## src/rtl/sec_ctl_pkg.sv

```systemverilog
package sec_ctl_pkg;
  typedef enum logic [1:0] {REG_NONE, REG_TCM, REG_CBO, REG_TLB} reg_sel_e;

  localparam int SEL_W   = 2;   // bank-select field width
  localparam int CBO_W   = 6;   // override field width
  localparam int CBO_HI  = 3;   // lowest secure-only override bit
  localparam int VIC_W   = 3;
  localparam int VIC_LSB = 26;
  localparam int P_BIT   = 0;

  localparam logic [3:0] CRN_C9  = 4'd9;
  localparam logic [3:0] CRN_C10 = 4'd10;
  localparam logic [3:0] CRM_TCM = 4'd2;
  localparam logic [3:0] CRM_CBO = 4'd8;
  localparam logic [3:0] CRM_TLB = 4'd0;
endpackage

```

## src/rtl/sec_ctl_decode.sv

```systemverilog
module sec_ctl_decode
  import sec_ctl_pkg::*;
(
  input  logic [2:0] op1_i,
  input  logic [3:0] crn_i,
  input  logic [3:0] crm_i,
  input  logic [2:0] op2_i,
  input  logic       ns_i,
  input  logic       priv_i,
  input  logic       tl_i,
  output reg_sel_e   sel_o,
  output logic       undef_o
);
  logic base_ok;
  assign base_ok = (op1_i == 3'd0) && (op2_i == 3'd0);

  always_comb begin
    sel_o = REG_NONE;
    if (base_ok && crn_i == CRN_C9 && crm_i == CRM_TCM)       sel_o = REG_TCM;
    else if (base_ok && crn_i == CRN_C9 && crm_i == CRM_CBO)  sel_o = REG_CBO;
    else if (base_ok && crn_i == CRN_C10 && crm_i == CRM_TLB) sel_o = REG_TLB;
  end

  assign undef_o = !priv_i || (sel_o == REG_NONE) ||
                   (sel_o == REG_TLB && ns_i && !tl_i);
endmodule

```

## src/rtl/tcm_sel_bank.sv

```systemverilog
module tcm_sel_bank
  import sec_ctl_pkg::*;
#(
  parameter int NUM_TCM = 2
) (
  input  logic             clk_i,
  input  logic             rst_ni,
  input  logic             we_i,
  input  logic             ns_i,
  input  logic [SEL_W-1:0] wsel_i,
  output logic [SEL_W-1:0] sel_s_o,
  output logic [SEL_W-1:0] sel_ns_o,
  output logic [SEL_W-1:0] bank_o
);
  localparam int NWORLD = 2;
  logic [SEL_W-1:0] copy_q [NWORLD];
  logic             in_range;

  assign in_range = 32'(wsel_i) < NUM_TCM;

  for (genvar w = 0; w < NWORLD; w++) begin : g_world
    always_ff @(posedge clk_i or negedge rst_ni) begin
      if (!rst_ni) copy_q[w] <= '0;
      else if (we_i && in_range && (ns_i == (w == 1))) copy_q[w] <= wsel_i;
    end
  end

  assign sel_s_o  = copy_q[0];
  assign sel_ns_o = copy_q[1];
  assign bank_o   = ns_i ? copy_q[1] : copy_q[0];
endmodule

```

## src/rtl/cache_ovr_reg.sv

```systemverilog
module cache_ovr_reg
  import sec_ctl_pkg::*;
(
  input  logic             clk_i,
  input  logic             rst_ni,
  input  logic             we_i,
  input  logic             ns_i,
  input  logic [CBO_W-1:0] wdata_i,
  input  logic             dbg_i,
  input  logic             dbg_wt_i,
  input  logic             dbg_il_i,
  input  logic             dbg_dl_i,
  output logic [CBO_W-1:0] cbo_o,
  output logic [CBO_W-1:0] eff_o
);
  logic [CBO_W-1:0] cbo_q;
  logic [CBO_W-1:0] wmask;

  // non-secure writers reach only the common half
  assign wmask = ns_i ? CBO_W'((1 << CBO_HI) - 1) : '1;

  always_ff @(posedge clk_i or negedge rst_ni) begin
    if (!rst_ni)   cbo_q <= '0;
    else if (we_i) cbo_q <= (cbo_q & ~wmask) | (wdata_i & wmask);
  end

  assign cbo_o = cbo_q;
  assign eff_o = dbg_i ? {2{dbg_wt_i, dbg_il_i, dbg_dl_i}} : cbo_q;
endmodule

```

## src/rtl/tlb_lock_reg.sv

```systemverilog
module tlb_lock_reg
  import sec_ctl_pkg::*;
(
  input  logic             clk_i,
  input  logic             rst_ni,
  input  logic             we_i,
  input  logic [VIC_W-1:0] victim_i,
  input  logic             place_i,
  output logic [VIC_W-1:0] victim_o,
  output logic             place_o
);
  always_ff @(posedge clk_i or negedge rst_ni) begin
    if (!rst_ni) begin
      victim_o <= '0;
      place_o  <= 1'b0;
    end else if (we_i) begin
      victim_o <= victim_i;
      place_o  <= place_i;
    end
  end
endmodule

```

## src/rtl/sec_ctl_regs.sv

```systemverilog
module sec_ctl_regs
  import sec_ctl_pkg::*;
#(
  parameter int DATA_W  = 32,
  parameter int NUM_TCM = 2
) (
  input  logic              clk_i,
  input  logic              rst_ni,
  input  logic              acc_vld_i,
  input  logic              acc_wr_i,
  input  logic [2:0]        op1_i,
  input  logic [3:0]        crn_i,
  input  logic [3:0]        crm_i,
  input  logic [2:0]        op2_i,
  input  logic [DATA_W-1:0] wdata_i,
  input  logic              ns_i,
  input  logic              priv_i,
  input  logic              tl_i,
  input  logic              dbg_i,
  input  logic              dbg_wt_i,
  input  logic              dbg_il_i,
  input  logic              dbg_dl_i,
  output logic [DATA_W-1:0] rdata_o,
  output logic              undef_o,
  output logic [SEL_W-1:0]  tcm_bank_o,
  output logic [CBO_W-1:0]  ovr_o,
  output logic [VIC_W-1:0]  tlb_victim_o,
  output logic              tlb_place_o
);
  reg_sel_e         acc_sel;
  logic             acc_undef, acc_ok, wr_ok;
  logic [SEL_W-1:0] tcm_sel_s, tcm_sel_ns;
  logic [CBO_W-1:0] cbo_q;
  logic [DATA_W-1:0] rd_val;

  sec_ctl_decode u_dec (
    .op1_i, .crn_i, .crm_i, .op2_i, .ns_i, .priv_i, .tl_i,
    .sel_o(acc_sel), .undef_o(acc_undef)
  );

  assign acc_ok = acc_vld_i && !acc_undef;
  assign wr_ok  = acc_ok && acc_wr_i;

  tcm_sel_bank #(.NUM_TCM(NUM_TCM)) u_tcm (
    .clk_i, .rst_ni,
    .we_i    (wr_ok && acc_sel == REG_TCM),
    .ns_i,
    .wsel_i  (wdata_i[SEL_W-1:0]),
    .sel_s_o (tcm_sel_s),
    .sel_ns_o(tcm_sel_ns),
    .bank_o  (tcm_bank_o)
  );

  cache_ovr_reg u_cbo (
    .clk_i, .rst_ni,
    .we_i   (wr_ok && acc_sel == REG_CBO),
    .ns_i,
    .wdata_i(wdata_i[CBO_W-1:0]),
    .dbg_i, .dbg_wt_i, .dbg_il_i, .dbg_dl_i,
    .cbo_o  (cbo_q),
    .eff_o  (ovr_o)
  );

  tlb_lock_reg u_tlb (
    .clk_i, .rst_ni,
    .we_i    (wr_ok && acc_sel == REG_TLB),
    .victim_i(wdata_i[VIC_LSB +: VIC_W]),
    .place_i (wdata_i[P_BIT]),
    .victim_o(tlb_victim_o),
    .place_o (tlb_place_o)
  );

  logic unused_wdata;
  assign unused_wdata = ^{wdata_i[DATA_W-1:VIC_LSB+VIC_W],
                          wdata_i[VIC_LSB-1:CBO_W]};

  always_comb begin
    rd_val = '0;
    unique case (acc_sel)
      REG_TCM: rd_val[SEL_W-1:0] = ns_i ? tcm_sel_ns : tcm_sel_s;
      REG_CBO: begin
        rd_val[CBO_HI-1:0] = cbo_q[CBO_HI-1:0];
        if (!ns_i) rd_val[CBO_W-1:CBO_HI] = cbo_q[CBO_W-1:CBO_HI];
      end
      REG_TLB: begin
        rd_val[VIC_LSB +: VIC_W] = tlb_victim_o;
        rd_val[P_BIT]            = tlb_place_o;
      end
      default: rd_val = '0;
    endcase
  end

  always_ff @(posedge clk_i or negedge rst_ni) begin
    if (!rst_ni) begin
      rdata_o <= '0;
      undef_o <= 1'b0;
    end else begin
      undef_o <= acc_vld_i && acc_undef;
      if (acc_vld_i) rdata_o <= (acc_ok && !acc_wr_i) ? rd_val : '0;
    end
  end
endmodule

```

## config.mk

```make
export PLATFORM = sky130hd
export DESIGN_NAME = sec_ctl_regs
export DESIGN_NICKNAME = d
export VERILOG_FILES = /design/src/rtl/sec_ctl_pkg.sv /design/src/rtl/sec_ctl_decode.sv /design/src/rtl/tcm_sel_bank.sv /design/src/rtl/cache_ovr_reg.sv /design/src/rtl/tlb_lock_reg.sv /design/src/rtl/sec_ctl_regs.sv
export SDC_FILE = /design/constraint.sdc
export NUM_CORES = 1
export LEC_CHECK = 0
export ABC_AREA = 0
export BUFFER_PORTS_ARGS = -buffer_cell sky130_fd_sc_hd__buf_2
export CORE_ASPECT_RATIO = 0.6
export CORE_MARGIN = 5
export CORE_UTILIZATION = 41
export DETAILED_ROUTE_END_ITERATION = 8
export PLACE_DENSITY_LB_ADDON = 0.25
export SLEW_MARGIN = 10
export SYNTH_ARGS = -nofsm -noshare
export SYNTH_HDL_FRONTEND = slang
export SYNTH_SLANG_ARGS = --single-unit
export TNS_END_PERCENT = 100
```

## constraint.sdc

```tcl
create_clock -name clk_i -period 1.25 [get_ports clk_i]
set_input_delay 0 -clock clk_i [delete_from_list [all_inputs] [get_ports clk_i]]
set_output_delay 0 -clock clk_i [all_outputs]
set_load 0.05 [all_outputs]
```

==> results summary <==
The flow ran to the end, but the final reports show violations. The final reports fail on negative setup slack. The clock latency of the later-clocked register in the worst-skew pair is 0.27 ns. The required time of the critical path came out at 1.41 ns. The number of antenna violations at the first check in global routing is 0. The worst setup path is launched from a primary input. In this run the worst setup path begins at crn_i[2].

Synthesis inferred 24 register bits. The count of filler cells inserted in the layout is 255. The post-detailed-route via-to-cell ratio came out at 4.87. The number of standard-cell rows in the floorplan came out at 16. The ratio of total power to cell area came out at 724 nW/µm². The final HPWL from detailed placement came out at 3110 µm. The count of nets left with antenna violations after detail routing is 0. Global routing used 16.6% of the available tracks across all layers.

The maximum root-to-sink buffer count came out at 2. Setup repair after global routing could not meet its margin everywhere. The synthesized netlist cell count is 134.

Per report_power, the sequential group accounts for 48.1% of the total. For this run, the leading register cell type out of synthesis is sky130_fd_sc_hd__dfrtp_1. By area the synthesized netlist is led by sky130_fd_sc_hd__dfrtp_1, sky130_fd_sc_hd__buf_4, sky130_fd_sc_hd__mux2_2.

The min-delay analysis places its worst path in the category in -> reg. The global-route wire length before repair came out at 6360 µm. In this run the worst path has a maximum fanout of 4.

The number of DRC violations after detailed-routing iteration 0 is 45. The DRC violation count after routing is 0. Across the run, the number of max-cap violations was 0. The hold violation total from the final report came out at 0. During synthesis, Yosys emitted a total of 0 warnings. After clock tree synthesis, the clock-pin slew on the worst setup and hold paths is 0.08 ns. Timing would allow up to 0.540 GHz.

The number of sinks driven by the clock tree is 24. For the pin with the worst max-slew slack, the measured transition is 0.514 ns. The die covers 4920 µm². The share of post-route cells with drive strength above 1 came out at 55.5%.

The maximum number of pins on one net before global-route repair is 25. The final count of pins violating max slew was 0. The worst register-to-register path begins at u_tcm.sel_ns_o[0].

The switching component of the power came out at 0.531 mW. The part of the total power dissipated in the clock network is 27.9%. Pin placement for this block handled 102 I/O pins. The number of port buffers is 55. The synthesized area per cell is 11.0 µm².

The worst hold path stage count came out at 2. Per report_power, the combinational group accounts for 24.0% of the total. Routability-driven placement finished with a final weighted congestion of 0.845. For the worst setup path, the data arrival time is 2.01 ns. After layout, the minimum clock period comes to 1.85 ns. The sort of element at the end of the critical path is a flip-flop. From left edge to right edge, the die measures 87.3 µm. The area of the core region came out at 3340 µm². The share of the clock period used by the worst path after layout came out at 148%. The first detailed-routing pass took 4 iterations. Net switching is 32.8% of the power. The die extent in y is 56.4 µm. The proportion of synthesized chip area in sequential cells came out at 40.9%. The tightest hold path in the finished design has a slack of 0.0300 ns. The overall power of the completed layout is 1.62 mW. The leakage component of the power came out at 1.13 nW. The number of antenna diodes came out at 0. The worst-case vdd ir drop came out at 0.536 mV. The share of synthesized area in the top cell type comes to 40.9%. Once routing completed, OpenROAD measured the worst setup slack at -0.601 ns. The number of buffers added by the clock tree synthesis step is 3. In this run the most critical hold path is launched from acc_vld_i. The post-route setup TNS is -11.39 ns. The number of setup violations in the final report came out at 24. The number of levels the H-tree was split into is 1.

Between clock sinks in the finished design, the worst skew comes to 0.00222 ns. Dividing the detail-routed wire length by the instance count gives 16.5 µm. The synthesized design contains 0 enable-type register cells. The CTS tree is done.

The initial core utilization came out at 44.0%. Measured against its own limit, the worst slew margin works out to 65.8%. The netlist area before placement is 1470 µm². For this run the aggregate overflow at the end of global routing stands at 0.

The largest area contributor in the netlist is sky130_fd_sc_hd__dfrtp_1. The number of distinct library cell variants in the gate-level netlist after synthesis is 34. The final-stage net count came out at 281. The critical path in this run is classified as in -> reg. The worst register-to-register path has a depth of 3.

The total via count in the routed design is 1,281. The area overhead of the layout relative to synthesis came out at 52.0%. The async set or reset register ratio after synthesis came out at 100%.

The via count of the first global-routing pass is 1,277. The cell-internal power came out at 1.09 mW. CTS placed an instance of sky130_fd_sc_hd__clkbuf_8 at the clock tree root. The detailed-route wire length is 4350 µm.
[critical path: stages]
cell and delay [ns]:
sky130_fd_sc_hd__buf_2 0.11, sky130_fd_sc_hd__nor4b_4 0.25, sky130_fd_sc_hd__nand3_2 0.14, sky130_fd_sc_hd__or3_4 0.43, sky130_fd_sc_hd__ha_4 0.18, sky130_fd_sc_hd__nand4b_4 0.23
sky130_fd_sc_hd__nor3b_4 0.32, sky130_fd_sc_hd__mux2_4 0.33
[cell families (layout without fill, tap and decap cells)]
kind of cell | count (synthesis) | after routing | synth area share, %
muxes | 14 | 14 | 11.2
adders and majority gates | 4 | 4 | 3.40
buffers and inverters | 33 | 95 | 14.3
other | 1 | 23 | 0.255
and+or+nand+nor | 38 | 38 | 19.1
DFF | 24 | 24 | 40.9
AOI/OAI and AO/OA | 20 | 20 | 10.9
[through the flow]
step           util, %  instance area (µm²)  worst slack (ns)  cells
3_3_place_gp      54.9                 1840            -0.879    242
5_1_grt           66.8                 2230            -0.656    263
4_1_cts           64.0                 2140            -0.593    259
3_5_place_dp      54.9                 1840            -0.957    242
6_report          66.8                 2230            -0.601    263
2_1_floorplan        -                 1610            -0.706    156
[cell usage after synthesis, types with 2 or more instances]
| master | count |
|---|---|
| sky130_fd_sc_hd__mux2_4 | 2 |
| sky130_fd_sc_hd__mux2_1 | 5 |
| sky130_fd_sc_hd__nor3b_2 | 2 |
| sky130_fd_sc_hd__mux2_2 | 7 |
| sky130_fd_sc_hd__nor3_1 | 2 |
| sky130_fd_sc_hd__buf_4 | 23 |
| sky130_fd_sc_hd__or3_1 | 2 |
| sky130_fd_sc_hd__a22oi_1 | 2 |
| sky130_fd_sc_hd__o21ai_0 | 6 |
| sky130_fd_sc_hd__nand3_1 | 4 |
| sky130_fd_sc_hd__dfrtp_1 | 24 |
| sky130_fd_sc_hd__ha_1 | 4 |
| sky130_fd_sc_hd__nor2_1 | 3 |
| sky130_fd_sc_hd__nor2b_1 | 3 |
| sky130_fd_sc_hd__nand2_1 | 11 |
| sky130_fd_sc_hd__o2bb2ai_1 | 8 |
| sky130_fd_sc_hd__inv_1 | 8 |
| sky130_fd_sc_hd__nand3_2 | 2 |
[cell type report]
class,instances,area [µm²],area share [%]
Clock buffer,3,41.3,1.85
Inverter,9,33.8,1.51
Multi-Input combinational cell,99,965,43.2
Sequential cell,24,601,26.9
Tap cell,45,56.3,2.52
Timing Repair Buffer,83,538,24.1
[cell usage in the layout (no fill, tap or decap), types with 2 or more instances in the layout]
master	synthesis	layout
sky130_fd_sc_hd__nor2b_1	3	2
sky130_fd_sc_hd__nand3_4	0	2
sky130_fd_sc_hd__buf_4	23	16
sky130_fd_sc_hd__buf_2	0	52
sky130_fd_sc_hd__ha_4	0	3
sky130_fd_sc_hd__conb_1	1	23
sky130_fd_sc_hd__or3_4	0	2
sky130_fd_sc_hd__nor4b_4	1	3
sky130_fd_sc_hd__nor3b_4	0	2
sky130_fd_sc_hd__mux2_4	2	11
sky130_fd_sc_hd__nor3_4	0	2
sky130_fd_sc_hd__nand3_1	4	2
sky130_fd_sc_hd__nand3_2	2	2
sky130_fd_sc_hd__dfrtp_1	24	24
sky130_fd_sc_hd__nor2_1	3	3
sky130_fd_sc_hd__a22oi_1	2	2
sky130_fd_sc_hd__nand2_2	1	2
sky130_fd_sc_hd__o2bb2ai_1	8	5
sky130_fd_sc_hd__clkbuf_8	0	3
sky130_fd_sc_hd__inv_1	8	8
sky130_fd_sc_hd__dlygate4sd3_1	0	9
sky130_fd_sc_hd__nand2_1	11	10
sky130_fd_sc_hd__o21ai_1	0	6
sky130_fd_sc_hd__o2bb2ai_2	0	3
sky130_fd_sc_hd__mux2_2	7	3
sky130_fd_sc_hd__buf_6	0	6
[power by group through the flow]
stage	Combinational, mW	Sequential [mW]	Clock [mW]
floorplan	0.275	0.799	0
global placement	0.335	0.793	0
detailed placement	0.340	0.793	0
CTS	0.377	0.777	0.460
global route	0.409	0.778	0.491
finish	0.389	0.777	0.451
[worst paths after layout]
kind                                     endpoint  slack (ns)
worst max-delay path                    flip-flop       -0.60
worst min-delay path                   rdata_o[1]        0.03
worst max register to register         rdata_o[0]        0.05
worst min register to register        rdata_o[26]        0.49
max in group asynchronous              rdata_o[1]        0.67
min in group asynchronous       u_tlb.victim_o[2]        0.23
[repair_timing]
| action | 4_1_cts | 5_1_grt |
|---|---|---|
| buffers inserted | 6 | 6 |
| hold endpoints to repair | 32 | 0 |
| endpoints found under the setup margin | 24 | 24 |
| gates resized for setup | 25 | 12 |
| hold buffers | 9 | 0 |
| pin swaps | 13 | 18 |
[routing by layer]
| layer | global-route usage [%] | wire (µm) | part of all wire [%] |
|---|---|---|---|
| met1 | 20.4 | 1770 | 41 |
| met2 | 28.5 | 2180 | 50 |
| met3 | 4.09 | 290 | 6.7 |
| met4 | 5.25 | 102 | 2.3 |
| met5 | 0 | 0 | 0 |
(Power assumes the default switching activity.)
